==> src/rtl/mpc_pkg.sv <==
package mpc_pkg;
  localparam int ADDR_W   = 32;
  localparam int BLK_LSB  = 5;
  localparam int MST_W    = 3;
  localparam int N_FULL   = 4;
  localparam int FULL_W   = 5;
  localparam int N_RW     = 4;
  localparam int RW_BASE  = N_FULL * FULL_W;
  localparam int RIGHTS_W = RW_BASE + 2 * N_RW;

  typedef enum logic [1:0] {
    ACC_READ  = 2'd0,
    ACC_WRITE = 2'd1,
    ACC_FETCH = 2'd2,
    ACC_RSVD  = 2'd3
  } acc_type_e;

  typedef enum logic [1:0] {
    W_START  = 2'd0,
    W_END    = 2'd1,
    W_RIGHTS = 2'd2,
    W_VALID  = 2'd3
  } desc_word_e;
endpackage

==> src/rtl/mpc_rights.sv <==
module mpc_rights
  import mpc_pkg::*;
(
  input  logic                clk_i,
  input  logic                rst_ni,
  input  logic [RIGHTS_W-1:0] rights_i,
  input  logic [MST_W-1:0]    master_i,
  input  logic [1:0]          type_i,
  input  logic                super_i,
  output logic                allow_o
);
  logic [FULL_W-1:0] full_f;
  logic [1:0]        rw_f;
  logic              r, w, x;

  assign full_f = rights_i[int'(master_i[1:0])*FULL_W +: FULL_W];
  assign rw_f   = rights_i[RW_BASE + int'(master_i[1:0])*2 +: 2];

  always_comb begin
    if (!master_i[2]) begin
      {x, w, r} = full_f[2:0];
      if (super_i) begin
        unique case (full_f[4:3])
          2'b00: {x, w, r} = 3'b111;
          2'b01: {x, w, r} = 3'b101;
          2'b10: {x, w, r} = 3'b011;
          default: {x, w, r} = full_f[2:0];
        endcase
      end
    end else begin
      r = rw_f[0];
      w = rw_f[1];
      x = rw_f[0]; // fetch checked as read
    end
  end

  always_comb begin
    unique case (acc_type_e'(type_i))
      ACC_READ:  allow_o = r;
      ACC_WRITE: allow_o = w;
      ACC_FETCH: allow_o = x;
      default:   allow_o = 1'b0;
    endcase
  end

  a_r11_rsvd_denied: assert property (@(posedge clk_i) disable iff (!rst_ni)
    (type_i == 2'd3) |-> !allow_o);
  a_r9_rw_priv_blind: assert property (@(posedge clk_i) disable iff (!rst_ni)
    (master_i[2] && type_i == 2'd1) |-> (allow_o == rights_i[RW_BASE + int'(master_i[1:0])*2 + 1]));
endmodule

==> src/rtl/mpc_region.sv <==
module mpc_region
  import mpc_pkg::*;
(
  input  logic              clk_i,
  input  logic              rst_ni,
  input  logic              wr_en_i,
  input  logic [1:0]        word_i,
  input  logic [31:0]       wr_data_i,
  output logic [31:0]       rd_data_o,
  input  logic [ADDR_W-1:0] acc_addr_i,
  input  logic [MST_W-1:0]  acc_master_i,
  input  logic [1:0]        acc_type_i,
  input  logic              acc_super_i,
  output logic              permit_o
);
  logic [ADDR_W-1:BLK_LSB] start_q, end_q;
  logic [RIGHTS_W-1:0]     rights_q;
  logic                    valid_q;
  logic                    hit, allow;
  logic                    unused_lo;

  always_ff @(posedge clk_i or negedge rst_ni) begin
    if (!rst_ni) begin
      start_q  <= '0;
      end_q    <= '0;
      rights_q <= '0;
      valid_q  <= 1'b0;
    end else if (wr_en_i) begin
      unique case (desc_word_e'(word_i))
        W_START:  start_q <= wr_data_i[ADDR_W-1:BLK_LSB];
        W_END: begin
          end_q   <= wr_data_i[ADDR_W-1:BLK_LSB];
          valid_q <= 1'b0;
        end
        W_RIGHTS: rights_q <= wr_data_i[RIGHTS_W-1:0];
        default:  valid_q  <= wr_data_i[0];
      endcase
    end
  end

  always_comb begin
    unique case (desc_word_e'(word_i))
      W_START:  rd_data_o = {start_q, {BLK_LSB{1'b0}}};
      W_END:    rd_data_o = {end_q, {BLK_LSB{1'b1}}};
      W_RIGHTS: rd_data_o = {{(32-RIGHTS_W){1'b0}}, rights_q};
      default:  rd_data_o = {31'b0, valid_q};
    endcase
  end

  assign unused_lo = ^acc_addr_i[BLK_LSB-1:0];
  assign hit = valid_q && (acc_addr_i[ADDR_W-1:BLK_LSB] >= start_q)
                       && (acc_addr_i[ADDR_W-1:BLK_LSB] <= end_q);

  mpc_rights u_rights (
    .clk_i    (clk_i),
    .rst_ni   (rst_ni),
    .rights_i (rights_q),
    .master_i (acc_master_i),
    .type_i   (acc_type_i),
    .super_i  (acc_super_i),
    .allow_o  (allow)
  );

  assign permit_o = hit && allow;

  a_r4_end_wr_invalidates: assert property (@(posedge clk_i) disable iff (!rst_ni)
    (wr_en_i && word_i == 2'd1) |=> !valid_q);
  a_r4_valid_set: assert property (@(posedge clk_i) disable iff (!rst_ni)
    (wr_en_i && word_i == 2'd3 && wr_data_i[0]) |=> valid_q);
  a_r5_inverted_no_permit: assert property (@(posedge clk_i) disable iff (!rst_ni)
    (end_q < start_q) |-> !permit_o);
  a_r10_invalid_no_permit: assert property (@(posedge clk_i) disable iff (!rst_ni)
    !valid_q |-> !permit_o);
endmodule

==> src/rtl/mpc_top.sv <==
module mpc_top
  import mpc_pkg::*;
#(
  parameter int NUM_REGIONS = 12
) (
  input  logic              clk_i,
  input  logic              rst_ni,
  input  logic              cfg_we_i,
  input  logic [7:0]        cfg_addr_i,
  input  logic [31:0]       cfg_wdata_i,
  output logic [31:0]       cfg_rdata_o,
  input  logic              acc_valid_i,
  input  logic [MST_W-1:0]  acc_master_i,
  input  logic [ADDR_W-1:0] acc_addr_i,
  input  logic [1:0]        acc_type_i,
  input  logic              acc_super_i,
  output logic              acc_grant_o,
  output logic              acc_err_o
);
  localparam int IDX_W = 4;

  logic [IDX_W-1:0]       idx;
  logic [1:0]             word;
  logic [NUM_REGIONS-1:0] permit;
  logic [31:0]            rd_data [NUM_REGIONS];
  logic                   unused_cfg;

  assign idx        = cfg_addr_i[7:4];
  assign word       = cfg_addr_i[3:2];
  assign unused_cfg = ^cfg_addr_i[1:0];

  for (genvar g = 0; g < NUM_REGIONS; g++) begin : g_rgn
    mpc_region u_rgn (
      .clk_i        (clk_i),
      .rst_ni       (rst_ni),
      .wr_en_i      (cfg_we_i && (idx == IDX_W'(g))),
      .word_i       (word),
      .wr_data_i    (cfg_wdata_i),
      .rd_data_o    (rd_data[g]),
      .acc_addr_i   (acc_addr_i),
      .acc_master_i (acc_master_i),
      .acc_type_i   (acc_type_i),
      .acc_super_i  (acc_super_i),
      .permit_o     (permit[g])
    );
  end

  always_comb begin
    cfg_rdata_o = '0;
    for (int r = 0; r < NUM_REGIONS; r++)
      if (idx == IDX_W'(r)) cfg_rdata_o = rd_data[r];
  end

  assign acc_grant_o = acc_valid_i && (|permit);
  assign acc_err_o   = acc_valid_i && !(|permit);

  a_r12_idle_quiet: assert property (@(posedge clk_i) disable iff (!rst_ni)
    !acc_valid_i |-> (!acc_grant_o && !acc_err_o));
  a_r12_one_outcome: assert property (@(posedge clk_i) disable iff (!rst_ni)
    acc_valid_i |-> (acc_grant_o != acc_err_o));
  a_r11_rsvd_never_granted: assert property (@(posedge clk_i) disable iff (!rst_ni)
    (acc_type_i == 2'd3) |-> !acc_grant_o);
endmodule

==> config.mk <==
export PLATFORM = sky130hd
export DESIGN_NAME = mpc_top
export DESIGN_NICKNAME = d
export VERILOG_FILES = /design/src/rtl/mpc_pkg.sv /design/src/rtl/mpc_rights.sv /design/src/rtl/mpc_region.sv /design/src/rtl/mpc_top.sv
export SDC_FILE = /design/constraint.sdc
export NUM_CORES = 2
export LEC_CHECK = 0
export ABC_AREA = 1
export ABC_CLOCK_PERIOD_IN_PS = 2500
export CAP_MARGIN = 10
export CELL_PAD_IN_SITES_DETAIL_PLACEMENT = 0
export CELL_PAD_IN_SITES_GLOBAL_PLACEMENT = 2
export CORE_MARGIN = 4
export CORE_UTILIZATION = 34
export CTS_BUF_LIST = sky130_fd_sc_hd__clkbuf_16
export CTS_CLUSTER_DIAMETER = 200
export CTS_CLUSTER_SIZE = 16
export DETAILED_ROUTE_END_ITERATION = 16
export GPL_TIMING_DRIVEN = 0
export PLACE_DENSITY = 0.84
export SYNTH_ARGS = -nofsm -noshare
export SYNTH_HDL_FRONTEND = slang
export SYNTH_SLANG_ARGS = --single-unit
==> constraint.sdc <==
create_clock -name clk_i -period 2.5 [get_ports clk_i]
set_clock_uncertainty 0.15 [all_clocks]
set_input_delay 0.5 -clock clk_i [delete_from_list [all_inputs] [get_ports clk_i]]
set_output_delay 0.5 -clock clk_i [all_outputs]
set_load 0.02 [all_outputs]
==> flow_metrics.tcl <==
set metrics [dict create \
    fin_crit_sh 1.91 \
    cp.arrival_ps 4120 \
    port_buffers 103 \
    fin_nets 9967 \
    synth_nets 9619 \
    synthCells 8889 \
    die_area_mm2 0.198 \
    critPathRequiredTime_ps 1850 \
    cellLeakagePower_nw 35.4 \
    cts_max_level 3 \
    failed_checks "hold timing, setup timing" \
    hpwl_um 325000 \
    rrSetupSlack_ps 1420 \
    setup_viol 55 \
    antenna_left 0 \
    maxSlewHeadroom 0.0540 \
    vias_per_cell 5.94 \
    cp-end-kind "output pin" \
    final-hold-violation-count 131 \
    cts_buffers 72 \
    synth-compound-area-share 0.178 \
    clk_pin_slew_ps 80 \
    root_buffer "clkbuf_16" \
    fin_crit_ps 4770 \
    powerDensity_mw_per_mm2 619 \
    muxShareOfSynthArea 0.000173 \
    yosys_warnings 0 \
    min_path_type "primary input to asynchronous set/reset pin" \
    gr-total-overflow 0 \
    wire_per_inst_um 36.4 \
    grt_pass1_wl_um 564000 \
    design_area_mm2 0.0769 \
    cap_violations 0 \
    wl_um 430000 \
    synth_xor_area_frac 0 \
    netlist_area_mm2 0.0649 \
    hold_ws_ps -391 \
    worst_skew_pair.late_latency_ps 760 \
    fp-row-count 160 \
    grt_setup_unrepaired "yes" \
    drtIter0Drc 10300 \
    track_usage 0.422 \
    slew_viol_final 0 \
    num_vias 70100 \
    first_pass_iters 9 \
    dieHeight_um 445 \
    ir_drop_mv 0.567 \
    die_w_um 445 \
    initial_core_util 0.342 \
    final_common_cell "nand2_1" \
    fillers 19900 \
    fmax_mhz 210 \
    synth_top_family_by_area "simple AND/OR/NAND/NOR gates" \
    core_mm2 0.190 \
    drive_gt1_frac 0.130 \
    cts_tree "built" \
    fin_ws_ps -2270 \
    setup_tns_ps -59800 \
    synthSimpleGateAreaFrac 0.221 \
    area_delta_synth_final_pct 18.3 \
    synth.lib_cells_used.distinct 45 \
    synth_area_per_cell_um2 7.31 \
    grt_antenna_before_repair 57 \
    tightest_slew_ps 1420 \
    io-pin-count 116 \
    final_cell_mix "2519 x nand2_1, 1168 x o21ai_0, 987 x dfrtp_1" \
    synthAdderAreaFrac 0.125 \
    dpl_cell_area_mm2 0.0705 \
    clkSinkCount 996 \
    post-route-drc-count 0 \
    seq_area_frac_synth 0.384 \
    status "finished, violations left" \
    ys_ff_latch 996 \
    reg2reg_to "g_rgn[0].u_rgn.rights_q[19]" \
    grt_pass1_vias 63900 \
    grt_max_degree 152 \
    path_max_fanout 10 \
    rr_startpoint "g_rgn[0].u_rgn.rights_q[19]" \
    clk_path_buf_depth 3 \
    gp_congestion 1.07 \
    reg2reg_depth 4 \
    worst_setup_path_start_kind "primary input" \
    path_class "primary input to output pin" \
]
==> final cells by class <==
cell class / count / area [um2] / share of cell area
Clock inverter: 3 / 33.8 / 0.000440
Sequential cell: 996 / 24900 / 0.324
Inverter: 1025 / 3920 / 0.0509
Buffer: 493 / 2940 / 0.0383
Multi-Input combinational cell: 6374 / 36600 / 0.477
Timing Repair Buffer: 275 / 3200 / 0.0417
Tap cell: 2511 / 3140 / 0.0409
Antenna cell: 50 / 125 / 0.00163
Clock buffer: 77 / 1930 / 0.0251
==> flip-flops by register name (all words and copies together) (netlist names) <==
signal	count
g_rgn.u_rgn.start_q	324
g_rgn.u_rgn.end_q	324
g_rgn.u_rgn.valid_q	12
g_rgn.u_rgn.rights_q	336
==> worst max-delay path: stages <==
cell,delay [ps]
buf_12,120
inv_8,60
nand2_8,140
inv_6,70
clkbuf_4,250
nand2_1,110
o21ai_2,70
o21ai_4,250
nand4_1,780
nor3b_2,520
nand4_1,480
nor2_4,420
nand3_4,140
buf_6,160
==> cells in the mapped netlist, drive strengths merged <==
library cell,number,share of area
and3,3,0.00029
a21o,54,0.0062
buf,182,0.015
nand4,129,0.012
nand2,2610,0.15
o21bai,1,0.00012
a31o,1,0.00013
nor4,3,0.00029
mux2,1,0.00017
ha,648,0.12
nor2,536,0.031
clkbuf,312,0.018
o21a,22,0.0025
a21oi,389,0.030
o221ai,108,0.015
and2,15,0.0014
a221oi,3,0.00040
clkinv,1,0.000058
o22ai,105,0.010
a22oi,15,0.0017
inv,1024,0.059
nor2b,2,0.00019
a31oi,19,0.0018
nand3,243,0.019
nor3b,5,0.00058
a211oi,7,0.00081
nor3,48,0.0039
o21ai,1376,0.11
dfrtp,996,0.38
o211ai,23,0.0027
or2,4,0.00039
nand3b,4,0.00046
==> how the worst max path moves through the flow <==
stage	start	end
3_3_place_gp	rst_ni	g_rgn[6].u_rgn.end_q[21]
6_report	cfg_addr_i[2]	cfg_rdata_o[17]
2_1_floorplan	acc_addr_i[5]	acc_err_o
4_1_cts	g_rgn[3].u_rgn.end_q[21]	cfg_rdata_o[21]
5_1_grt	g_rgn[0].u_rgn.end_q[21]	cfg_rdata_o[21]
3_5_place_dp	cfg_addr_i[5]	cfg_rdata_o[30]
==> metrics by stage <==
stage                     instances   util  worst slack [ps]  total power [mW]
after floorplan                8889      -              -251              27.0
after global placement        11500  0.365            -47040              33.3
after detailed placement      11600  0.371             -3690              33.8
after CTS                     11700  0.396             -2090              46.5
after global routing          11800  0.404             -2230              49.4
final                         11800  0.405             -2270              47.6
==> per-layer routing <==
layer / vias to the layer above / part of all wire / track usage
met5: - / 0.00035 / 0
met4: 12 / 0.085 / 0.287
met3: 1056 / 0.12 / 0.129
li1: 29900 / - / -
met1: 34400 / 0.39 / 0.548
met2: 4657 / 0.40 / 0.601
==> timing repair <==
action                                  CTS  global route
cloned                                    0             1
setup buffers                            52            62
pin swaps                               189           219
endpoints found under the hold margin   131           131
resized for setup                       970           307
endpoints found under the setup margin  877           239
==> kinds of logic after synthesis <==
kind of cell    Yosys count
compound gates         2123
fa+ha+maj               648
buf+inv                1519
flops                   996
mux                       1
simple gates           3602
==> where the power goes <==
group | leakage [nW] | internal (mW) | switching, mW
Sequential | 13.3 | 18.2 | 1.74
Combinational | 21.2 | 4.77 | 10.6
Clock | 0.965 | 5.48 | 6.78
Power figures use the tool's default switching activity.
